`config.mk`:
```
export PLATFORM = sky130hd
export DESIGN_NAME = ipi_dispatch
export DESIGN_NICKNAME = d
export VERILOG_FILES = /design/src/rtl/ipi_pkg.sv /design/src/rtl/ipi_decode_ctrl.sv /design/src/rtl/ipi_cmd_datapath.sv /design/src/rtl/ipi_dispatch.sv
export SDC_FILE = /design/constraint.sdc
export NUM_CORES = 1
export LEC_CHECK = 0
export ABC_AREA = 0
export BUFFER_PORTS_ARGS = -buffer_cell sky130_fd_sc_hd__buf_2
export CAP_MARGIN = 20
export CORE_MARGIN = 2
export CORE_UTILIZATION = 33
export DETAILED_ROUTE_END_ITERATION = 7
export MAX_ROUTING_LAYER = met4
export PLACE_DENSITY = 0.75
export SLEW_MARGIN = 0
export SYNTH_ARGS = -nofsm -noshare
export SYNTH_HDL_FRONTEND = slang
export SYNTH_SLANG_ARGS = --single-unit
```
`constraint.sdc`:
```
create_clock -name clk -period 0.8 [get_ports clk]
set_clock_uncertainty 0.05 [all_clocks]
set_input_delay 0.04 -clock clk [delete_from_list [all_inputs] [get_ports clk]]
set_output_delay 0.04 -clock clk [all_outputs]
set_load 0.05 [all_outputs]
```
`src/rtl/ipi_pkg.sv`:
```
package ipi_pkg;

  localparam int TYPE_LO = 16;
  localparam int TYPE_W  = 2;
  localparam int CPU_LO  = 8;
  localparam int CPU_W   = 5;
  localparam int VEC_LO  = 0;
  localparam int VEC_W   = 6;

  typedef enum logic [TYPE_W-1:0] {
    CMD_POST   = 2'd0,
    CMD_RESET  = 2'd1,
    CMD_IDLE   = 2'd2,
    CMD_RESUME = 2'd3
  } ipi_cmd_e;

  typedef struct packed {
    logic fire;
    logic setRun;
    logic clrRun;
    logic setErr;
  } ipi_strb_t;

endpackage

```
`src/rtl/ipi_decode_ctrl.sv`:
```
module ipi_decode_ctrl
  import ipi_pkg::*;
#(
  parameter int NUM_CPUS = 8,
  parameter logic [VEC_W-1:0] POR_VEC = 6'h01
) (
  input  logic             clk,
  input  logic             rstN,
  input  logic             wrEn,
  input  ipi_cmd_e         wrType,
  input  logic [CPU_W-1:0] wrCpu,
  input  logic [VEC_W-1:0] wrVec,
  output ipi_strb_t        strb
);

  localparam logic [CPU_W:0] CPU_LIMIT = (CPU_W+1)'(NUM_CPUS);

  logic inRange;
  logic porOk;
  logic accept;

  assign inRange = {1'b0, wrCpu} < CPU_LIMIT;
  assign porOk   = (wrVec == POR_VEC);
  assign accept  = wrEn && inRange;

  always_comb begin
    strb = '0;
    if (accept) begin
      unique case (wrType)
        CMD_POST: strb.fire = 1'b1;
        CMD_RESET: begin
          if (porOk) begin
            strb.fire   = 1'b1;
            strb.setRun = 1'b1;
          end else begin
            strb.setErr = 1'b1;
          end
        end
        CMD_IDLE: begin
          strb.fire   = 1'b1;
          strb.clrRun = 1'b1;
        end
        CMD_RESUME: begin
          strb.fire   = 1'b1;
          strb.setRun = 1'b1;
        end
        default: strb = '0;
      endcase
    end
  end

  // a rejected reset never produces a command
  assert_bad_reset_silent_R6: assert property (@(posedge clk) disable iff (!rstN)
    strb.setErr |-> !strb.fire);

  // nothing is strobed for a CPU outside the configured range
  assert_range_gate_R9: assert property (@(posedge clk) disable iff (!rstN)
    (wrEn && !inRange) |-> (strb == '0));

endmodule

```
`src/rtl/ipi_cmd_datapath.sv`:
```
module ipi_cmd_datapath
  import ipi_pkg::*;
#(
  parameter int NUM_CPUS = 8,
  parameter logic [VEC_W-1:0] POR_VEC = 6'h01
) (
  input  logic                clk,
  input  logic                rstN,
  input  ipi_strb_t           strb,
  input  ipi_cmd_e            wrType,
  input  logic [CPU_W-1:0]    wrCpu,
  input  logic [VEC_W-1:0]    wrVec,
  output logic                cmdValid,
  output logic [CPU_W-1:0]    cmdCpu,
  output ipi_cmd_e            cmdType,
  output logic [VEC_W-1:0]    cmdVec,
  output logic [NUM_CPUS-1:0] runMask,
  output logic                resetCodeErr
);

  always_ff @(posedge clk or negedge rstN) begin
    if (!rstN) begin
      cmdValid <= 1'b0;
      cmdCpu   <= '0;
      cmdType  <= CMD_POST;
      cmdVec   <= '0;
    end else begin
      cmdValid <= strb.fire;
      if (strb.fire) begin
        cmdCpu  <= wrCpu;
        cmdType <= wrType;
        cmdVec  <= wrVec;
      end
    end
  end

  always_ff @(posedge clk or negedge rstN) begin
    if (!rstN) resetCodeErr <= 1'b0;
    else if (strb.setErr) resetCodeErr <= 1'b1;
  end

  for (genvar i = 0; i < NUM_CPUS; i++) begin : g_run
    logic hit;
    assign hit = strb.fire && (wrCpu == CPU_W'(i));
    always_ff @(posedge clk or negedge rstN) begin
      if (!rstN) runMask[i] <= 1'b1;
      else if (hit && strb.setRun) runMask[i] <= 1'b1;
      else if (hit && strb.clrRun) runMask[i] <= 1'b0;
    end
  end

  // an issued idle command leaves its CPU halted
  assert_idle_halts_R7: assert property (@(posedge clk) disable iff (!rstN)
    (cmdValid && cmdType == CMD_IDLE) |-> !(1'(runMask >> cmdCpu)));

  // issued reset or resume leaves its CPU running
  assert_wake_runs_R8: assert property (@(posedge clk) disable iff (!rstN)
    (cmdValid && (cmdType == CMD_RESET || cmdType == CMD_RESUME)) |-> 1'(runMask >> cmdCpu));

  // an issued reset always carries the power-on code
  assert_reset_code_R5: assert property (@(posedge clk) disable iff (!rstN)
    (cmdValid && cmdType == CMD_RESET) |-> (cmdVec == POR_VEC));

  // error flag is sticky
  assert_err_sticky_R6: assert property (@(posedge clk) disable iff (!rstN)
    resetCodeErr |=> resetCodeErr);

  // every command targets an existing CPU
  assert_cmd_in_range_R9: assert property (@(posedge clk) disable iff (!rstN)
    cmdValid |-> ({1'b0, cmdCpu} < (CPU_W+1)'(NUM_CPUS)));

  // a post never alters the running bits
  assert_post_keeps_run_R10: assert property (@(posedge clk) disable iff (!rstN)
    (strb.fire && wrType == CMD_POST) |=> $stable(runMask));

endmodule

```
`src/rtl/ipi_dispatch.sv`:
```
module ipi_dispatch
  import ipi_pkg::*;
#(
  parameter int DATA_W   = 64,
  parameter int NUM_CPUS = 8,
  parameter logic [VEC_W-1:0] POR_VEC = 6'h01
) (
  input  logic                clk,
  input  logic                rstN,
  input  logic                wrEn,
  input  logic [DATA_W-1:0]   wrData,
  output logic                cmdValid,
  output logic [4:0]          cmdCpu,
  output logic [1:0]          cmdType,
  output logic [5:0]          cmdVec,
  output logic [NUM_CPUS-1:0] runMask,
  output logic                resetCodeErr
);

  ipi_cmd_e         wrType;
  logic [CPU_W-1:0] wrCpu;
  logic [VEC_W-1:0] wrVec;
  ipi_strb_t        strb;
  ipi_cmd_e         cmdTypeE;
  logic             unusedBits;

  assign wrType = ipi_cmd_e'(wrData[TYPE_LO +: TYPE_W]);
  assign wrCpu  = wrData[CPU_LO +: CPU_W];
  assign wrVec  = wrData[VEC_LO +: VEC_W];
  assign unusedBits = ^{wrData[DATA_W-1:TYPE_LO+TYPE_W],
                        wrData[TYPE_LO-1:CPU_LO+CPU_W],
                        wrData[CPU_LO-1:VEC_LO+VEC_W]};

  ipi_decode_ctrl #(.NUM_CPUS(NUM_CPUS), .POR_VEC(POR_VEC)) ctrl_i (
    .clk(clk), .rstN(rstN), .wrEn(wrEn),
    .wrType(wrType), .wrCpu(wrCpu), .wrVec(wrVec), .strb(strb)
  );

  ipi_cmd_datapath #(.NUM_CPUS(NUM_CPUS), .POR_VEC(POR_VEC)) dp_i (
    .clk(clk), .rstN(rstN), .strb(strb),
    .wrType(wrType), .wrCpu(wrCpu), .wrVec(wrVec),
    .cmdValid(cmdValid), .cmdCpu(cmdCpu), .cmdType(cmdTypeE), .cmdVec(cmdVec),
    .runMask(runMask), .resetCodeErr(resetCodeErr)
  );

  assign cmdType = cmdTypeE;

  // the command pulse lasts one cycle unless another write is accepted
  assert_pulse_single_R3: assert property (@(posedge clk) disable iff (!rstN)
    (cmdValid && !strb.fire) |=> !cmdValid);

endmodule

```
# == Word level (Yosys, flattened, before mapping) ==
# Cells that the tools add are included.
# totals
register_bits,23
word_cells,84
# classes
magnitude_cmp,1
n_eq_ne,11
muxes,23
reduce_logical,36
# ops
cell,n
1-bit logical AND,25
5-bit by 3-bit == test with 1-bit output (second input constant),4
1-bit two-way mux,19
2-bit nonzero test,8
5-bit by 2-bit == test with 1-bit output (second input constant),2
6-bit by 1-bit == test with 1-bit output (second input constant),1
5-bit by 1-bit == test with 1-bit output (second input constant),1
5-bit zero test,1
5-bit by 4-bit < comparator with 1-bit output (second input constant),1
2-bit == test (second input constant),2
4-bit two-way mux,1
1-bit one-hot mux with 2 select lines,2
3-bit OR reduction,1
2-bit by 1-bit == test with 1-bit output (second input constant),1
2-bit zero test,1
2-bit two-way mux,1

# == Logic depth before layout (Yosys ltp) ==
# Gate-level depths: netlist of the first run.
# depth
depth_word,8
ltp_mapped,6
ltp_nobuf,4

# == Cells and area by module ==
# From an unflattened synthesis of the first run, not the netlist that was laid out.
# hier_totals
cells_unflattened,82
hier_area_um2,1006.0
# modules_own_cells
module,n_inst,cells_each,area_each_um2,seq_area_each_um2
ipi_cmd_datapath,1,71,948.4,585.6
ipi_decode_ctrl,1,11,57.6,0.0

# == Worst setup path before layout of the first run ==
# No wires, ideal clock.
# synth_timing
path_type,input port to flip-flop
startpoint,input port wrData[1]
endpoint,register dp_i.cmdCpu[2]
setup_ns,0.125
arrival_ns,1.088
t_required_ns,0.625
slack_ns,-0.463
stages,5
path_buffers,1
cell_sequence,nor4b_2 -> a21o_1 -> and2_4 -> buf_8 -> mux2_4
# synth_rtl
item,line_no,text
start: declaration,ipi_dispatch.sv:11,"input logic [DATA_W-1:0] wrData,"
end signal: assignment,ipi_cmd_datapath.sv:30,cmdCpu <= wrCpu;
end: declaration,ipi_cmd_datapath.sv:14,"output logic [CPU_W-1:0] cmdCpu,"

# == Worst setup path after layout of the first run ==
# layout_timing
startpoint,register dp_i.runMask[6]
endpoint,output port runMask[6]
# layout_rtl
item,line_no,text
start: declaration,ipi_cmd_datapath.sv:17,"output logic [NUM_CPUS-1:0] runMask,"
start signal: indexed assignment,ipi_cmd_datapath.sv:46,if (!rstN) runMask[i] <= 1'b1;
start signal: indexed assignment,ipi_cmd_datapath.sv:47,else if (hit && strb.setRun) runMask[i] <= 1'b1;
start signal: indexed assignment,ipi_cmd_datapath.sv:48,else if (hit && strb.clrRun) runMask[i] <= 1'b0;
end: declaration,ipi_dispatch.sv:16,"output logic [NUM_CPUS-1:0] runMask,"
# No word-level cell between the ends.

==> impl_metrics.tcl, run 1 <==
set metrics [dict create \
    io-pin-count 90 \
    yosys-top-cells-area "dfrtp_1, dfstp_2, mux2_4" \
    multi_input_area_um2 440 \
    ant_nets 0 \
    post_drt_wl_per_cell_um 16.7 \
    die_w_um 58.9 \
    fin_ws_ns -0.329 \
    place_area_mm2 0.00132 \
    syn_avg_cell_area_um2 12.1 \
    slew-limit-headroom_pct 66.0 \
    path_buf_inv 1 \
    worstSetupStartpointType "register" \
    path_cells "buf_8" \
    post-route-util_pct 63.8 \
    drt_iter0_drc 35 \
    cts.sinks 23 \
    fp.dieH_um 58.9 \
    die_area_mm2 0.00347 \
    ys_top_cells_by_count "dfrtp_1, o21ai_0, dfstp_2" \
    hold_path_class "input port to register" \
    netlist_instances 82 \
    critPathTopFamily "flip-flops" \
    cts_max_level 1 \
    setup_viol 44 \
    slowest_stage "dfstp_2" \
    track_usage_pct 17.8 \
    grt_max_degree 24 \
    coreArea_mm2 0.00281 \
    synth_ff_type "dfrtp_1" \
    syn_to_final_growth_pct 79.9 \
    drt_pass1_iterations 6 \
    yosysTopAreaCellShare_pct 37.7 \
    grt_pass1_vias 993 \
    cts_made_buffers 3 \
    synth.most_common_cell "dfrtp_1" \
    rsz0062_at_grt "true" \
    core.rowCount 19 \
    reg2reg_slack_ns -0.19 \
    synth_edf_count 0 \
    peakVddDrop_v 0.000772 \
    final_max_slew_viol_count 0 \
    violations "design-rule violations, negative hold slack, negative setup slack" \
    crit_required_ns 0.71 \
    synth_area_um2 995 \
    finalWeightedCongestion 0.831 \
    totalWireLength_um 3150 \
    post-route-cell-area_mm2 0.00179 \
    ys_warn_count 0 \
    grt-ovfl-total 0 \
    antenna_cells 0 \
    status "finished, violations left" \
    synth_fp_nets 149 \
    p_leak_uw 0.000828 \
    yosys_register_bits 23 \
    cp-end-kind "primary output" \
    critPathArrivalTime_ns 1.04 \
    drive_gt1_share_pct 63.7 \
    root_buffer "clkbuf_4" \
    start_util_pct 35.5 \
    tightest_slew_ns 0.510 \
    whs_ns -0.0211 \
    clockBufferDepth 2 \
    vias 955 \
    hpwl_um 1830 \
    path_max_fanout 2 \
    regArea_um2 589 \
    antenna_found_initial 0 \
    power_density_mw_per_mm2 2000 \
    clkTransAtPathRegs_ns 0.13 \
    crit_type "register to primary output" \
    grt_pass1_wl_um 4490 \
    seq_area_frac_synth_pct 58.9 \
    nNetsFinal 225 \
    route.detailed.drc 5 \
    maxCapViolations 0 \
    clk_latency_ns 0.31 \
    fmax_ghz 0.886 \
    fillers 197 \
    cts_tree "yes" \
    min_period_ns 1.13 \
    synth_cell_types 25 \
    synth_top_area_cell "dfrtp_1" \
    viasPerCell 5.08 \
    io_buffer_count 38 \
    min_period_over_period_pct 141 \
    finalHoldViolCount 4 \
    ys_async_sr_fraction_pct 100 \
    max_stage_delay_ns 0.58 \
    total_power_uw 3570 \
]
-- cells in the final DEF, fill, tap and decap left out, drive strengths merged --
master,n
a21boi,1
a21o,2
a21oi,1
and2,3
buf,65
clkbuf,3
clkinv,1
dfrtp,15
dfstp,8
dlygate4sd3,6
dlymetal6s4s,1
inv,2
mux2,7
nand2,4
nand2b,1
nand3,4
nand3b,3
nand4,1
nand4b,1
nor2,4
nor2b,2
nor4b,2
o21ai,19
o21bai,1
-- cells by family (layout without fill, tap and decap cells) --
group / Yosys count / in the layout / share of synthesized area [%]
compound gates: 24 / 24 / 13.1
buf+inv: 4 / 78 / 2.77
flops: 23 / 23 / 58.9
mux: 7 / 7 / 9.81
simple gates: 24 / 25 / 15.5
-- timing repair --
item                       4_1_cts  5_1_grt
gates resized for setup         70       12
buffers inserted                11        8
pin swaps                       12        4
hold buffers                     6        1
hold endpoints to repair        33        4
gates cloned                     1        0
setup endpoints to repair       43       44
-- final timing paths --
path | end | cells after the start | from
worst max register to register | dp_i.cmdVec[1]$_DFFE_PN0N_ | 2 | dp_i.cmdVec[1]$_DFFE_PN0N_
worst min register to register | dp_i.cmdType[1]$_DFFE_PN0N_ | 2 | dp_i.cmdType[1]$_DFFE_PN0N_
worst max-delay path | runMask[6] | 1 | dp_i.runMask[6]$_DFFE_PN1P_
worst min-delay path | dp_i.cmdCpu[1]$_DFFE_PN0N_ | 2 | wrData[9]
min in group asynchronous | dp_i.cmdVec[5]$_DFFE_PN0N_ | 2 | rstN
max in group asynchronous | dp_i.cmdType[0]$_DFFE_PN0N_ | 2 | rstN
-- where the power goes --
group / switching [uW] / internal, uW
Clock: 363 / 187
Combinational: 841 / 723
Sequential: 128 / 1330
-- stage by stage --
step	setup TNS [ns]	worst slack, ns	std cells
2_1_floorplan	-4.84	-0.415	82
3_3_place_gp	-9.63	-0.551	162
3_5_place_dp	-10.72	-0.598	162
4_1_cts	-7.62	-0.326	183
5_1_grt	-9.88	-0.376	188
6_report	-8.44	-0.329	188
-- area by class of cell --
class,instances,area share (%)
tap,31,2.17
inverter,2,0.420
timing repair buffer,72,38.3
clock buffer,3,1.26
sequential,23,32.9
clock inverter,1,0.280
multi-input combinational,56,24.6
-- metal layers --
metal	vias up	global-route usage (%)	part of all wire [%]
met4	0	1.95	0.60
li1	445	-	-
met2	40	34.0	56
met1	466	19.8	38
met5	-	-	0
met3	4	3.08	5.1
-- sequential cells by signal (all words and copies together), names as in the netlist --
signal / cells
dp_i.cmdValid: 1
dp_i.cmdVec: 6
dp_i.cmdType: 2
dp_i.resetCodeErr: 1
dp_i.cmdCpu: 5
dp_i.runMask: 8
Power figures use the tool's default switching activity.
==> run 2, diff against run 1 <==
RECOVER_POWER = 50   (was unset)
==> impl_metrics.tcl, run 2 (same netlist as run 1, synthesis figures left out) <==
set metrics [dict create \
    nNetsFinal 225 \
    path_cells "buf_8" \
    post_drt_wl_per_cell_um 16.7 \
    whs_ns -0.0211 \
    grt_max_degree 24 \
    cts_made_buffers 3 \
    min_period_over_period_pct 141 \
    clockBufferDepth 2 \
    finalWeightedCongestion 0.831 \
    drt_pass1_iterations 6 \
    fin_ws_ns -0.329 \
    slowest_stage "dfstp_2" \
    fp.dieH_um 58.9 \
    maxCapViolations 0 \
    cts_max_level 1 \
    antenna_cells 0 \
    syn_to_final_growth_pct 79.9 \
    fmax_ghz 0.886 \
    rsz0062_at_grt "true" \
    die_area_mm2 0.00347 \
    io_buffer_count 38 \
    core.rowCount 19 \
    max_stage_delay_ns 0.58 \
    hpwl_um 1830 \
    finalHoldViolCount 4 \
    crit_type "register to primary output" \
    cp-end-kind "primary output" \
    antenna_found_initial 0 \
    worstSetupStartpointType "register" \
    fillers 197 \
    p_leak_uw 0.000828 \
    drt_iter0_drc 35 \
    largest_reg_flops 8 \
    root_buffer "clkbuf_4" \
    path_buf_inv 1 \
    place_area_mm2 0.00132 \
    place_ws_ns -0.598 \
    route.detailed.drc 5 \
    io-pin-count 90 \
    coreArea_mm2 0.00281 \
    cts.sinks 23 \
    violations "design-rule violations, negative hold slack, negative setup slack" \
    cts_tree "yes" \
    final_common_cell "buf_4" \
    top_register "dp_i.runMask" \
    crit_required_ns 0.71 \
    grt-ovfl-total 0 \
    path_max_fanout 2 \
    regArea_um2 589 \
    grt_pass1_vias 993 \
    start_util_pct 35.5 \
    drive_gt1_share_pct 63.7 \
    power_density_mw_per_mm2 2000 \
    viasPerCell 5.08 \
    totalWireLength_um 3150 \
    placed_cells 162 \
    critPathTopFamily "flip-flops" \
    clk_latency_ns 0.31 \
    tightest_slew_ns 0.568 \
    peakVddDrop_v 0.000772 \
    track_usage_pct 17.8 \
    status "finished, violations left" \
    post-route-cell-area_mm2 0.00179 \
    final_max_slew_viol_count 0 \
    grt_pass1_wl_um 4490 \
    vias 955 \
    setup_viol 44 \
    slew-limit-headroom_pct 62.1 \
    layout_common_cells "buf_4, buf_6, o21ai_1" \
    ant_nets 0 \
    clkTransAtPathRegs_ns 0.13 \
    biggestRegsByFlops "dp_i.runMask (8), dp_i.cmdVec (6), dp_i.cmdCpu (5)" \
    multi_input_area_um2 440 \
    layoutNonFillerInstCount 188 \
    hold_path_class "input port to register" \
    critPathArrivalTime_ns 1.04 \
    min_period_ns 1.13 \
    die_w_um 58.9 \
]
[run 2: metal layers]
metal,global-route usage (%),vias to the layer above,part of all wire [%],routed length [um]
met3,3.08,4,5.1,161
met2,34.0,40,56,1760
met4,1.95,0,0.60,19
met1,19.8,466,38,1200
li1,-,445,-,-
met5,-,-,0,0
[run 2: worst paths after layout]
path | from | depth (start not counted) | endpoint | slack, ns
worst min-delay path | wrData[9] | 2 | dp_i.cmdCpu[1]$_DFFE_PN0N_ | -0.02
worst max-delay path | dp_i.runMask[6]$_DFFE_PN1P_ | 1 | runMask[6] | -0.33
min in group asynchronous | rstN | 2 | dp_i.cmdVec[5]$_DFFE_PN0N_ | 0.20
worst min register to register | dp_i.cmdType[1]$_DFFE_PN0N_ | 2 | dp_i.cmdType[1]$_DFFE_PN0N_ | 0.47
worst max register to register | dp_i.cmdVec[1]$_DFFE_PN0N_ | 2 | dp_i.cmdVec[1]$_DFFE_PN0N_ | -0.19
max in group asynchronous | rstN | 2 | dp_i.cmdType[0]$_DFFE_PN0N_ | 0.10
[run 2: repair_timing]
| action | 4_1_cts | 5_1_grt |
|---|---|---|
| gates cloned | 1 | 0 |
| pin swaps | 12 | 4 |
| setup endpoints to repair | 43 | 44 |
| hold endpoints to repair | 33 | 4 |
| gates resized for setup | 70 | 12 |
| hold buffers | 6 | 1 |
| setup buffers | 11 | 8 |
[run 2: layout make-up]
| class | count | share of cell area, % |
|---|---|---|
| flip-flops and latches | 23 | 32.9 |
| clock buffers | 3 | 1.26 |
| repair buffers | 72 | 38.3 |
| inverters | 2 | 0.420 |
| multi-input cells | 56 | 24.6 |
| well taps | 31 | 2.17 |
| clock inverters | 1 | 0.280 |
[run 2: power by group]
group / internal [uW] / switching (uW)
clock network: 187 / 363
registers: 1330 / 128
logic: 723 / 841
total: 2240 / 1330
[run 2: metrics by stage]
| stage | util, % | total power (uW) | TNS, ns |
|---|---|---|---|
| 2_1_floorplan | - | 2170 | -4.84 |
| 3_3_place_gp | 47.1 | 2490 | -9.63 |
| 3_5_place_dp | 47.1 | 2520 | -10.72 |
| 4_1_cts | 61.4 | 3450 | -7.62 |
| 5_1_grt | 63.8 | 3720 | -9.88 |
| 6_report | 63.8 | 3570 | -8.44 |
==> run 3, diff against run 2 <==
SKIP_CTS_REPAIR_TIMING = 1   (was unset)
==> impl_metrics.tcl, run 3 (same netlist as run 1, synthesis figures left out) <==
set metrics [dict create \
    nNetsFinal 216 \
    viasPerCell 5.16 \
    core.rowCount 19 \
    clkTransAtPathRegs_ns 0.14 \
    biggestRegsByFlops "dp_i.runMask (8), dp_i.cmdVec (6), dp_i.cmdCpu (5)" \
    track_usage_pct 13.5 \
    cts_tree "yes" \
    totalWireLength_um 3110 \
    path_max_fanout 2 \
    r2r-end "dp_i.cmdVec[4]$_DFFE_PN0N_" \
    min_period_over_period_pct 144 \
    crit_required_ns 0.71 \
    coreArea_mm2 0.00281 \
    clockBufferDepth 2 \
    cts.sinks 23 \
    total_power_uw 3510 \
    placed_cells 162 \
    fmax_ghz 0.867 \
    max_stage_delay_ns 0.59 \
    ant_nets 0 \
    critPathArrivalTime_ns 1.06 \
    place_area_mm2 0.00132 \
    startpoint "dp_i.runMask[3]$_DFFE_PN1P_" \
    grt_pass1_wl_um 3490 \
    min_period_ns 1.15 \
    worstSetupStartpointType "register" \
    cts_max_level 1 \
    power_density_mw_per_mm2 2060 \
    cp-end-kind "primary output" \
    min_from "wrData[8]" \
    whs_ns -0.0502 \
    die_area_mm2 0.00347 \
    drive_gt1_share_pct 60.8 \
    top_register "dp_i.runMask" \
    cts_made_buffers 3 \
    clk_latency_ns 0.32 \
    drt_pass1_iterations 6 \
    fp.dieH_um 58.9 \
    place_ws_ns -0.598 \
    violations "design-rule violations, negative hold slack, negative setup slack" \
    r2r-start "dp_i.cmdVec[4]$_DFFE_PN0N_" \
    p_leak_uw 0.000778 \
    min_path_cells 2 \
    status "finished, violations left" \
    grt_pass1_vias 803 \
    antenna_found_initial 0 \
    cp.depth 1 \
    peakVddDrop_v 0.000781 \
    antenna_cells 0 \
    post_drt_wl_per_cell_um 17.4 \
    whs_endpoint "dp_i.cmdCpu[0]$_DFFE_PN0N_" \
    critPathTopFamily "flip-flops" \
    slew-limit-headroom_pct 62.3 \
    layoutNonFillerInstCount 179 \
    syn_to_final_growth_pct 71.7 \
    path_cells "buf_8" \
    die_w_um 58.9 \
    reg2reg_slack_ns -0.18 \
    path_buf_inv 1 \
    rsz0062_at_grt "true" \
    hold_path_class "input port to register" \
    root_buffer "clkbuf_4" \
    tightest_slew_ns 0.565 \
    vias 924 \
    finalHoldViolCount 7 \
    crit_type "register to primary output" \
    grt-ovfl-total 0 \
    finalWeightedCongestion 0.831 \
    largest_reg_flops 8 \
    start_util_pct 35.5 \
    io_buffer_count 38 \
    post-route-util_pct 60.9 \
    post-route-cell-area_mm2 0.00171 \
    final_common_cell "buf_6" \
    fin_ws_ns -0.354 \
    slowest_stage "dfstp_2" \
    hpwl_um 1830 \
    final_max_slew_viol_count 0 \
    maxCapViolations 0 \
    route.detailed.drc 5 \
    grt_max_degree 24 \
    r2r_cells 2 \
    drt_iter0_drc 40 \
    setup_viol 43 \
    layout_common_cells "buf_6, o21ai_1, buf_4" \
    io-pin-count 90 \
]
-- run 3: changes by cell type in the layout (fill, tap and decap cells not counted), sizes merged --
cell / before / now
dlymetal6s4s: 1 / 0
buf: 64 / 57
dlygate4sd3: 6 / 5
-- run 3: how the worst max path moves through the flow --
stage,slack (ns),end
global placement,-0.55,dp_i.cmdCpu[1]$_DFFE_PN0N_
CTS,-0.42,runMask[2]
finish,-0.35,runMask[3]
detailed placement,-0.60,dp_i.cmdCpu[1]$_DFFE_PN0N_
floorplan,-0.41,dp_i.cmdCpu[2]$_DFFE_PN0N_
global route,-0.38,runMask[3]
-- run 3: report_power, final --
part / internal (uW) / switching [uW]
registers: 1330 / 129
clock network: 187 / 377
logic: 663 / 823
-- run 3: through the flow --
| step | setup TNS (ns) | hold WS [ns] |
|---|---|---|
| after floorplan | -4.84 | -0.306 |
| after global placement | -9.63 | -0.0294 |
| after detailed placement | -10.72 | -0.0146 |
| after CTS | -9.99 | -0.359 |
| after global routing | -9.82 | -0.0498 |
| final | -8.79 | -0.0502 |
-- run 3: layer usage --
layer / vias up / global-route usage (%) / part of all wire, %
met3: 6 / 3.52 / 5.7
li1: 427 / - / -
met5: - / - / 0
met4: 0 / 3.25 / 1.8
met1: 452 / 15.9 / 36
met2: 39 / 23.2 / 56
-- run 3: worst register-to-register path, delay by kind of cell, from the launching register on --
kind / cells / cell delay, ns
flops: 1 / 0.43
mux: 1 / 0.26
buf+inv: 1 / 0.14
-- run 3: area by class of cell --
| type | count | area [um^2] |
|---|---|---|
| Clock buffer | 3 | 22.5 |
| Timing Repair Buffer | 63 | 607 |
| Multi-Input combinational cell | 56 | 438 |
| Fill cell | 216 | 1100 |
| Clock inverter | 1 | 5.00 |
| Tap cell | 31 | 38.8 |
| Sequential cell | 23 | 589 |
| Inverter | 2 | 7.51 |
